**src/rtl/scl_presc_pkg.sv**
```systemverilog
package scl_presc_pkg;

  localparam int BIT_TICKS = 22;

  // Tick offset of marker q (0..3) inside a bit of 'ticks' ticks.
  function automatic int qpoint(input int q, input int ticks);
    int half;
    half = ticks / 2;
    case (q)
      0:       return 0;
      1:       return half / 2;
      2:       return half;
      default: return half + half / 2;
    endcase
  endfunction

endpackage

```
**src/rtl/div_stage.sv**
```systemverilog
module div_stage #(
  parameter int W = 2
) (
  input  logic         clk,
  input  logic         rst,
  input  logic         clr,
  input  logic         en,
  input  logic [W-1:0] limit,
  output logic         wrap
);
  logic [W-1:0] cnt;

  assign wrap = en & (cnt == limit);

  always_ff @(posedge clk) begin
    if (rst || clr)
      cnt <= '0;
    else if (en)
      cnt <= wrap ? '0 : cnt + 1'b1;
  end
endmodule

```
**src/rtl/bit_phaser.sv**
```systemverilog
module bit_phaser
  import scl_presc_pkg::*;
#(
  parameter int TICKS = BIT_TICKS
) (
  input  logic       clk,
  input  logic       rst,
  input  logic       align,
  input  logic       park,
  input  logic       adv,
  output logic       ph_low,
  output logic       ph_high,
  output logic       q_stb,
  output logic [1:0] q_sel
);
  localparam int PW   = $clog2(TICKS);
  localparam int HALF = TICKS / 2;

  logic [PW-1:0] ph, ph_n;
  logic [3:0]    hit;
  logic          stb_n;
  logic [1:0]    sel_n;

  always_comb begin
    ph_n = ph;
    if (align || park)
      ph_n = '0;
    else if (adv)
      ph_n = (ph == PW'(TICKS - 1)) ? '0 : ph + 1'b1;
  end

  for (genvar q = 0; q < 4; q++) begin : g_mark
    assign hit[q] = (ph_n == PW'(qpoint(q, TICKS)));
  end

  always_comb begin
    sel_n = 2'd0;
    for (int q = 0; q < 4; q++)
      if (hit[q]) sel_n = 2'(q);
    stb_n = align | (adv & ~park & (|hit));
  end

  always_ff @(posedge clk) begin
    if (rst) begin
      ph      <= '0;
      ph_low  <= 1'b0;
      ph_high <= 1'b0;
      q_stb   <= 1'b0;
      q_sel   <= 2'd0;
    end else begin
      ph      <= ph_n;
      ph_low  <= ~park & (ph_n <  PW'(HALF));
      ph_high <= ~park & (ph_n >= PW'(HALF));
      q_stb   <= stb_n;
      if (stb_n) q_sel <= sel_n;
    end
  end
endmodule

```
**src/rtl/scl_prescaler.sv**
```systemverilog
module scl_prescaler
  import scl_presc_pkg::*;
#(
  parameter int CTRL_W   = 16,
  parameter int DIVA_LSB = 14,
  parameter int DIVA_W   = 2,
  parameter int DIVB_LSB = 8,
  parameter int DIVB_W   = 6,
  parameter int TICKS    = BIT_TICKS
) (
  input  logic              clk,
  input  logic              rst,
  input  logic [CTRL_W-1:0] ctrl_word,
  input  logic              busy,
  input  logic              start,
  output logic              scl_low_ph,
  output logic              scl_high_ph,
  output logic              qtr_stb,
  output logic [1:0]        qtr_sel
);
  logic [DIVA_W-1:0] sh_a;
  logic [DIVB_W-1:0] sh_b;
  logic running, go, clr, a_wrap, tick;

  // Divisor shadows: follow the control word only when idle or at a start.
  always_ff @(posedge clk) begin
    if (rst) begin
      sh_a <= '0;
      sh_b <= '0;
    end else if (start || !busy) begin
      sh_a <= ctrl_word[DIVA_LSB +: DIVA_W];
      sh_b <= ctrl_word[DIVB_LSB +: DIVB_W];
    end
  end

  always_ff @(posedge clk) begin
    if (rst) running <= 1'b0;
    else     running <= start | (running & busy);
  end

  assign go  = running & busy;
  assign clr = start | ~go;

  div_stage #(.W(DIVA_W)) u_stage_a (
    .clk(clk), .rst(rst), .clr(clr), .en(go), .limit(sh_a), .wrap(a_wrap)
  );

  div_stage #(.W(DIVB_W)) u_stage_b (
    .clk(clk), .rst(rst), .clr(clr), .en(a_wrap), .limit(sh_b), .wrap(tick)
  );

  bit_phaser #(.TICKS(TICKS)) u_phaser (
    .clk(clk), .rst(rst),
    .align(start), .park(~start & ~go), .adv(tick),
    .ph_low(scl_low_ph), .ph_high(scl_high_ph),
    .q_stb(qtr_stb), .q_sel(qtr_sel)
  );
endmodule

```
**config.mk**
```make
export PLATFORM = sky130hd
export DESIGN_NAME = scl_prescaler
export DESIGN_NICKNAME = d
export VERILOG_FILES = /design/src/rtl/scl_presc_pkg.sv /design/src/rtl/div_stage.sv /design/src/rtl/bit_phaser.sv /design/src/rtl/scl_prescaler.sv
export SDC_FILE = /design/constraint.sdc
export NUM_CORES = 1
export LEC_CHECK = 0
export CAP_MARGIN = 15
export CORE_MARGIN = 2
export CORE_UTILIZATION = 35
export CTS_CLUSTER_DIAMETER = 200
export DETAILED_ROUTE_END_ITERATION = 16
export SLEW_MARGIN = 20
export SYNTH_ARGS = -nofsm -noshare
export SYNTH_HDL_FRONTEND = slang
export SYNTH_HIERARCHICAL = 1
export SYNTH_SLANG_ARGS = --single-unit
```
**constraint.sdc**
```tcl
create_clock -name clk -period 3.99 [get_ports clk]
set_input_delay 0.5985 -clock clk [delete_from_list [all_inputs] [get_ports clk]]
set_output_delay 0.5985 -clock clk [all_outputs]
set_load 0.03 [all_outputs]
```
# --- After elaboration in Yosys (flattened, before gate mapping) ---
# Cells that the tools add are included.
# Widths: inputs -> output; s select.
word_totals:
  register_bits: 27
  inputBits: 20
  output_inout_bits: 5
  wordCells: 49
classes:
  n_mux: 8
  n_eq_ne: 6
  magnitude_cmp: 2
  addsub: 3
  n_reduce_logical: 6
  n_bitwise: 14
op_table:
  columns: ["operator", "n"]
  rows:
  - ["$mux 5", 3]
  - ["$eq 5x5->1 const B", 2]
  - ["$and 1x1->1", 8]
  - ["$add 6x1->6 const B", 1]
  - ["$eq 6x6->1", 1]
  - ["$mux 2", 3]
  - ["$mux 6", 1]
  - ["$add 5x1->5 const B", 1]
  - ["$eq 5x3->1 const B", 1]
  - ["$eq 5x4->1 const B", 1]
  - ["$ge 5x4->1 const B", 1]
  - ["$logic_not 5->1", 1]
  - ["$lt 5x4->1 const B", 1]
  - ["$reduce_or 4->1", 1]
  - ["$logic_or 1x1->1", 3]
  - ["$not 1->1", 3]
  - ["$or 1x1->1", 3]
  - ["$add 2x1->2 const B", 1]
  - ["$eq 2x2->1", 1]
  - ["$logic_not 1->1", 1]
  - ["$mux 1", 1]

# --- Logic depth before layout (Yosys ltp) ---
# Gate-level depths: netlist of the first run.
depth:
  ltp_word: 9
  ltp_mapped: 12
  ltp_nobuf: 9

# --- Modules after synthesis ---
# Netlist of the first run, hierarchy kept.
modules_own_cells:
  columns: ["module", "seq_area_each_um2", "cells_each", "area_per_inst_um2", "instances"]
  rows:
  - ["bit_phaser", 200.2, 79, 668.1, 1]
  - ["scl_prescaler", 180.2, 41, 447.9, 1]
  - ["div_stage at u_stage_b", 120.1, 38, 345.3, 1]
  - ["div_stage at u_stage_a", 40.0, 12, 125.1, 1]

# --- Least setup slack after synthesis of the first run ---
# No wires, ideal clock.
synth_path:
  path_type: "input to register"
  startpoint: "input port busy"
  endpoint: "register u_phaser.q_sel[0]"
  n_path_buf: 3
  required_ns: 3.862
  path_stages: 12
  setup_ns: 0.128
  path_slack_ns: 0.991
  t_arrival_ns: 2.871
  cell_sequence: "clkbuf_4 and2_1 and3_4 clkbuf_2 nand3_2 nor3_4 buf_6 nand4_1 xor2_1 or3_1 a31oi_1 a22oi_1"
synth_via:
  elab_chain_len: 9
  elab_cells_between_ends: 20
  classes_between: "eq/ne (3); mux (5); bitwise (9); reduce/logical (3)"
synth_lines:
  columns: ["element", "line_no", "rtl"]
  rows:
  - ["from (decl)", "scl_prescaler.sv:14", "input logic busy,"]
  - ["$and 1x1->1 *", "scl_prescaler.sv:41", "assign go = running & busy;"]
  - ["named net go", "scl_prescaler.sv:23", "logic running, go, clr, a_wrap, tick;"]
  - ["$and 1x1->1 *", "div_stage.sv:13", "assign wrap = en & (cnt == limit);"]
  - ["named net a_wrap", "scl_prescaler.sv:23", null]
  - ["$and 1x1->1 *", "div_stage.sv:13", null]
  - ["named net tick", "scl_prescaler.sv:23", null]
  - ["$mux 5", "bit_phaser.sv:28", "else if (adv)"]
  - ["$mux 5", "bit_phaser.sv:26", "if (align || park)"]
  - ["$eq 5x3->1 (tied with other cells)", "bit_phaser.sv:33", "assign hit[q] = (ph_n == PW'(qpoint(q, TICKS)));"]
  - ["$reduce_or 4->1 or $mux 1 (tied branches)", "bit_phaser.sv:40, bit_phaser.sv:39", null]
  - ["$and 1x1->1 or $mux 2 (tied branches)", "bit_phaser.sv:40, bit_phaser.sv:39", null]
  - ["$or 1x1->1 or $mux 2 (tied branches)", "bit_phaser.sv:40, bit_phaser.sv:39", null]
  - ["to (signal assigned)", "bit_phaser.sv:55", "if (stb_n) q_sel <= sel_n;"]
  - ["to (decl)", "bit_phaser.sv:14", "output logic [1:0] q_sel"]
# Mark *: on every way through the listed nets, which the timed path passes. The rest lies on a longest branch.
# A chain may end at the register's enable or synchronous reset.

# --- Worst setup path after layout of the first run ---
layout_path:
  startpoint: "input port busy"
  endpoint: "register u_phaser.q_sel[1]"
layout_via:
  elab_chain_len: 9
  elab_cells_between_ends: 19
  classes_between: "eq/ne (3); mux (4); bitwise (9); reduce/logical (3)"
layout_lines:
  columns: ["element", "line_no", "rtl"]
  rows:
  - ["$and 1x1->1 *", "scl_prescaler.sv:41", null]
  - ["named net go", "scl_prescaler.sv:23", null]
  - ["$and 1x1->1 *", "div_stage.sv:13", null]
  - ["named net a_wrap", "scl_prescaler.sv:23", null]
  - ["$and 1x1->1 *", "div_stage.sv:13", null]
  - ["named net tick", "scl_prescaler.sv:23", null]
  - ["$mux 5", "bit_phaser.sv:28", null]
  - ["$mux 5", "bit_phaser.sv:26", null]
  - ["$eq 5x3->1 (tied with other cells)", "bit_phaser.sv:33", null]
  - ["$reduce_or 4->1", "bit_phaser.sv:40", "stb_n = align | (adv & ~park & (|hit));"]
  - ["$and 1x1->1", "bit_phaser.sv:40", null]
  - ["$or 1x1->1", "bit_phaser.sv:40", null]
# Marks and branches as above.

==> flow_summary.yaml, run 1 <==
outcome:
  status: "complete, no violations"
timing:
  tns_ps: 0
  finalHoldViolations: 0
  post-route-min-period_ps: 3140
  slew_violations: 0
  relSlewSlack: 0.701
  min_period_over_period: 0.788
  worst_slew_pin_slew_ps: 443
  finalSetupViolCount: 0
  fmax_mhz: 318
  skew_ps: 3.78
  rsz0062_at_grt: "no"
critical_path:
  worst_setup_path_start_kind: "primary input"
  crit_type: "primary input to register"
  cp_top_family: "simple AND/OR/NAND/NOR gates"
  ff2ff_path_depth: 10
  path_depth: 11
  worstPathMaxFanout: 21
  path_cells: "clkdlybuf4s50_1, and2_1, and3_4, nand3_2, nor3_4, buf_4, nand4_1, xor2_1, a21boi_2, o211ai_2, a221oi_2"
  ff2ff_setup_slack_ps: 1380
  cpMaxStageDelayCell: "clkdlybuf4s50_1"
  crit_arrival_ps: 3340
  critPathMaxStageDelay_ps: 540
  critPathBufInv: 2
  cp.required_ps: 4190
  cp-end-kind: "register"
grt:
  grt_pass1_vias: 1282
  grt_max_degree: 28
  grt-ovfl-total: 0
  antenna_found_initial: 0
  grt.total_usage: 0.138
  grt_pass1_wl_um: 5620
placed_design:
  hpwl_um: 2400
  routabilityCongestion: 0.833
  io_buffers: 16
clock_network:
  cts-root-buf: "clkbuf_8"
  cts_num_sinks: 27
  clock_path_buffers: 2
  cts_buffers: 3
  ctsHoldBuffers: 0
  clk_pin_slew_ps: 90
  htreeDepth: 1
  cts_tree: "yes"
  post_cts_buffers: 0
  clk_latency_ps: 270
  post_cts_resized: 0
drt:
  wl_per_cell_um: 13.4
  via_per_inst: 5.31
  wirelength_um: 3210
  drc: 0
  drtPass1Iterations: 4
  drtIter0Drc: 26
  vias: 1269
  ant_nets: 0
power:
  total_leakage_power_uw: 0.000620
  pwr-share-seq: 0.556
  pwr-share-clk: 0.311
  p_int_uw: 383
  swShare: 0.245
  power_frac_comb: 0.133
  switching_power_uw: 125
  power_uw: 508
  pwr_density_cell_nw_per_um2: 276
  vdd_drop_max_mv: 0.134
die:
  rows: 24
  die_w_um: 71.3
  die_height_um: 71.3
  core_sq_um: 4350
  dieArea_sq_um: 5090
  pin_count: 25
  start_util: 0.364
logic_synthesis:
  syn_inst: 170
  async_flop_share: 0
  synth_warnings: 6
  ys_ff_latch: 27
  syn-cell-area_sq_um: 1590
  synth_nets: 193
  ys.flop_type: "dfxtp_1"
  ys_types: 51
  seq_area_frac_synth: 0.341
  synth-edff-count: 0
  syn_area_per_cell_sq_um: 9.33
min_path:
  min_path_cells: 2
  hold_class: "register to register"
final_layout:
  drive_above_1_share: 0.150
  final_cell_mix: "27 x dfxtp_1, 16 x clkdlybuf4s50_1, 12 x nand2b_1, 12 x nor2_1, 11 x xnor2_1"
  diodes: 0
  area_delta_synth_final_pct: 16.1
  nets: 211
  layout_commonest_cell: "dfxtp_1"
job:
  maxCapViolations: 0
[cell families (layout without fill, tap and decap cells)]
| family | count (synthesis) | in the layout | share of synthesized area |
|---|---|---|---|
| compound gates | 32 | 32 | 0.155 |
| xor+xnor | 18 | 18 | 0.0994 |
| fa+ha+maj | 3 | 3 | 0.0237 |
| buf+inv | 12 | 29 | 0.0426 |
| flops | 27 | 27 | 0.341 |
| simple gates | 78 | 78 | 0.338 |
[power by group through the flow]
stage               clock [uW]  sequential, uW  combinational (uW)
floorplan                    0             291                39.1
global placement             0             288                66.8
detailed placement           0             289                68.1
CTS                        166             282                68.3
global route               177             284                73.5
finish                     158             282                67.5
[synth_stat cells, types with 2 or more instances]
cell	number	share of area
or3_1	3	0.012
o21ai_2	8	0.044
buf_2	2	0.0063
nand2b_1	12	0.047
nand3_1	3	0.0095
dfxtp_1	27	0.34
nand4bb_1	9	0.064
nand2_1	6	0.014
o21ai_0	3	0.0095
clkbuf_1	2	0.0047
nand4_1	5	0.020
a31oi_1	3	0.012
ha_1	3	0.024
nor2_1	12	0.028
buf_6	2	0.014
xnor2_1	11	0.061
a211oi_1	3	0.014
xor2_1	7	0.039
nor3_1	8	0.025
nor4b_1	2	0.011
a21oi_1	4	0.013
nor3b_1	2	0.0095
and2_1	2	0.0079
inv_1	4	0.0095
[stage by stage]
| step | hold slack (ps) | util | instance area, sq um | setup WS [ps] | cells |
|---|---|---|---|---|---|
| after floorplan | 492 | - | 1590 | 991 | 170 |
| after global placement | 450 | 0.413 | 1800 | 650 | 235 |
| after detailed placement | 460 | 0.413 | 1800 | 570 | 235 |
| after CTS | 476 | 0.423 | 1840 | 864 | 239 |
| after global routing | 514 | 0.423 | 1840 | 592 | 239 |
| final | 468 | 0.423 | 1840 | 847 | 239 |
[worst min-delay path, cell delays in order, from the launching register on]
cell and delay [ps]:
dfxtp_1 320, inv_1 60, a221oi_2 50
[flip-flops by register name (all words and copies together) (netlist names), 2 cells and up]
register,cells
u_stage_a/cnt,2
sh_b,6
u_phaser/ph,5
u_stage_b/cnt,6
sh_a,2
u_phaser/q_sel,2
[final timing paths]
kind                       endpoint               from
setup / recovery  u_phaser/q_sel[1]               busy
setup reg to reg  u_phaser/q_sel[1]   u_stage_a/cnt[1]
hold reg to reg   u_phaser/q_sel[1]  u_phaser/q_sel[1]
hold / removal    u_phaser/q_sel[1]  u_phaser/q_sel[1]
[routing by layer]
| layer | global-route usage | vias up | part of all wire |
|---|---|---|---|
| li1 | - | 654 | - |
| met1 | 0.174 | 598 | 0.48 |
| met2 | 0.233 | 13 | 0.49 |
| met3 | 0.0239 | 4 | 0.022 |
| met4 | 0.0566 | 0 | 0.014 |
| met5 | 0 | - | 0 |
[final cells by class]
class	instances	area, sq um
clock buffer	4	45.0
fill	427	2510
inverter	4	15.0
multi-input combinational	131	978
sequential	27	541
tap	52	65.1
timing repair buffer	21	198
No activity file was read; power rests on OpenSTA's default activity.
==> inputs of run 2 (changes only) <==
==> constraint.sdc (replaced) <==
create_clock -name clk -period 2.9 [get_ports clk]
set_input_delay 0.435 -clock clk [delete_from_list [all_inputs] [get_ports clk]]
set_output_delay 0.435 -clock clk [all_outputs]
set_load 0.03 [all_outputs]
==> run 2 against run 1 <==
Effect of this change:
- clock skew fell by 1.2 ps
- hold slack improved by 6.6 ps
- combinational power rose by 48%
- critical path type unchanged
- largest power group unchanged
==> flow_summary.yaml, run 2 (synthesized netlist as in run 1, its figures left out) <==
die:
  dieArea_sq_um: 5090
  core_sq_um: 4350
  die_height_um: 71.3
  rows: 24
  pin_count: 25
  start_util: 0.364
  die_w_um: 71.3
final_layout:
  nets: 221
  layout_commonest_cell: "dfxtp_1"
  regArea_sq_um: 541
  drive_above_1_share: 0.193
  fillers: 407
  diodes: 0
  top_regs: "sh_b: 6 flops, u_stage_b/cnt: 6 flops, u_phaser/ph: 5 flops"
  final_cell_mix: "27 x dfxtp_1, 16 x clkdlybuf4s50_1, 14 x buf_4"
  area_delta_synth_final_pct: 21.6
  multi_input_area_sq_um: 978
  final_util: 0.443
  finalNonFillerCells: 249
clock_network:
  cts_num_sinks: 27
  cts-root-buf: "clkbuf_8"
  clk_latency_ps: 270
  clk_pin_slew_ps: 90
  cts_tree: "yes"
  htreeDepth: 1
  clock_path_buffers: 2
  post_cts_buffers: 0
  post_cts_resized: 0
  ctsHoldBuffers: 0
  cts_buffers: 3
timing:
  min_period_over_period: 0.911
  finalSetupViolCount: 0
  relSlewSlack: 0.733
  skew_ps: 2.55
  finalHoldViolations: 0
  rsz0062_at_grt: "no"
  worst_slew_pin_slew_ps: 398
  post-route-min-period_ps: 2640
  fmax_mhz: 379
  slew_violations: 0
grt:
  grt-ovfl-total: 0
  grt_pass1_wl_um: 5990
  antenna_found_initial: 0
  grt.total_usage: 0.145
  grt_pass1_vias: 1262
  grt_max_degree: 17
job:
  maxCapViolations: 0
drt:
  wirelength_um: 3430
  drtPass1Iterations: 4
  drtIter0Drc: 45
  wl_per_cell_um: 13.8
  via_per_inst: 5.29
  ant_nets: 0
  vias: 1316
  drc: 0
power:
  vdd_drop_max_mv: 0.279
  pwr_density_cell_nw_per_um2: 365
  total_leakage_power_uw: 0.000672
placed_design:
  hpwl_um: 2610
  routabilityCongestion: 0.806
  place_inst: 245
  io_buffers: 16
min_path:
  hold_class: "register to register"
critical_path:
  cp.required_ps: 3060
  cp-end-kind: "register"
  worst_setup_path_start_kind: "primary input"
  worstPathMaxFanout: 14
  crit_arrival_ps: 2800
  crit_type: "primary input to register"
outcome:
  status: "complete, no violations"
[run 2: cell count changes in the layout (fill, tap and decap cells not counted)]
cell / change
buf_4: +9
buf_12: +1
[run 2: report_power, final]
group          internal [uW]  switching, uW
Combinational           51.7           48.1
Sequential               381           7.22
Clock                   98.5            117
Total                    532            172
[run 2: worst paths after layout]
check                                    endpoint  cells after the start  slack, ps         startpoint
worst max-delay path            u_phaser/q_sel[0]                     11        260               busy
worst min-delay path            u_phaser/q_sel[1]                      2        470  u_phaser/q_sel[1]
worst max register to register  u_phaser/q_sel[0]                     10        530   u_stage_a/cnt[1]
worst min register to register  u_phaser/q_sel[1]                      2        470  u_phaser/q_sel[1]
[run 2: layout make-up]
type	count	area share
clock buffers	4	0.0233
inverters	4	0.00778
multi-input cells	131	0.507
flip-flops and latches	27	0.280
well taps	52	0.0337
repair buffers	31	0.148
[run 2: per-stage QoR]
stage / worst slack [ps] / TNS [ps] / total power, uW / hold WS [ps] / area [sq um]
finish: 258 / 0 / 704 / 474 / 1930
global route: 133 / 0 / 739 / 490 / 1930
CTS: 241 / 0 / 712 / 473 / 1930
detailed placement: -35.2 / -35.2 / 497 / 455 / 1880
global placement: -6.34 / -6.34 / 495 / 451 / 1880
floorplan: 64.3 / 0 / 454 / 492 / 1590
[run 2: per-layer routing]
metal / global-route usage / part of all wire / up-vias
met4: 0.0377 / 0.011 / 0
met2: 0.226 / 0.46 / 28
li1: - / - / 670
met3: 0.0211 / 0.034 / 4
met1: 0.209 / 0.50 / 614
met5: 0 / 0 / -
[run 2: worst max-delay path, cell delays in order]
cell	delay, ps
clkdlybuf4s50_1	520
and2_1	170
and3_4	190
nand3_2	90
nor3_4	230
buf_12	160
nand4_1	110
xor2_1	190
or3_1	390
a31oi_1	200
a22oi_1	110
==> inputs of run 3 (changes only) <==
--- a/config.mk
+++ b/config.mk
@@ -10,6 +10,7 @@
 export CORE_UTILIZATION = 35
 export CTS_CLUSTER_DIAMETER = 200
 export DETAILED_ROUTE_END_ITERATION = 16
+export GPL_ROUTABILITY_DRIVEN = 1
 export SLEW_MARGIN = 20
 export SYNTH_ARGS = -nofsm -noshare
 export SYNTH_HDL_FRONTEND = slang
==> results of run 3 <==
Final layout, timing and power as in run 2 (identical DEF).
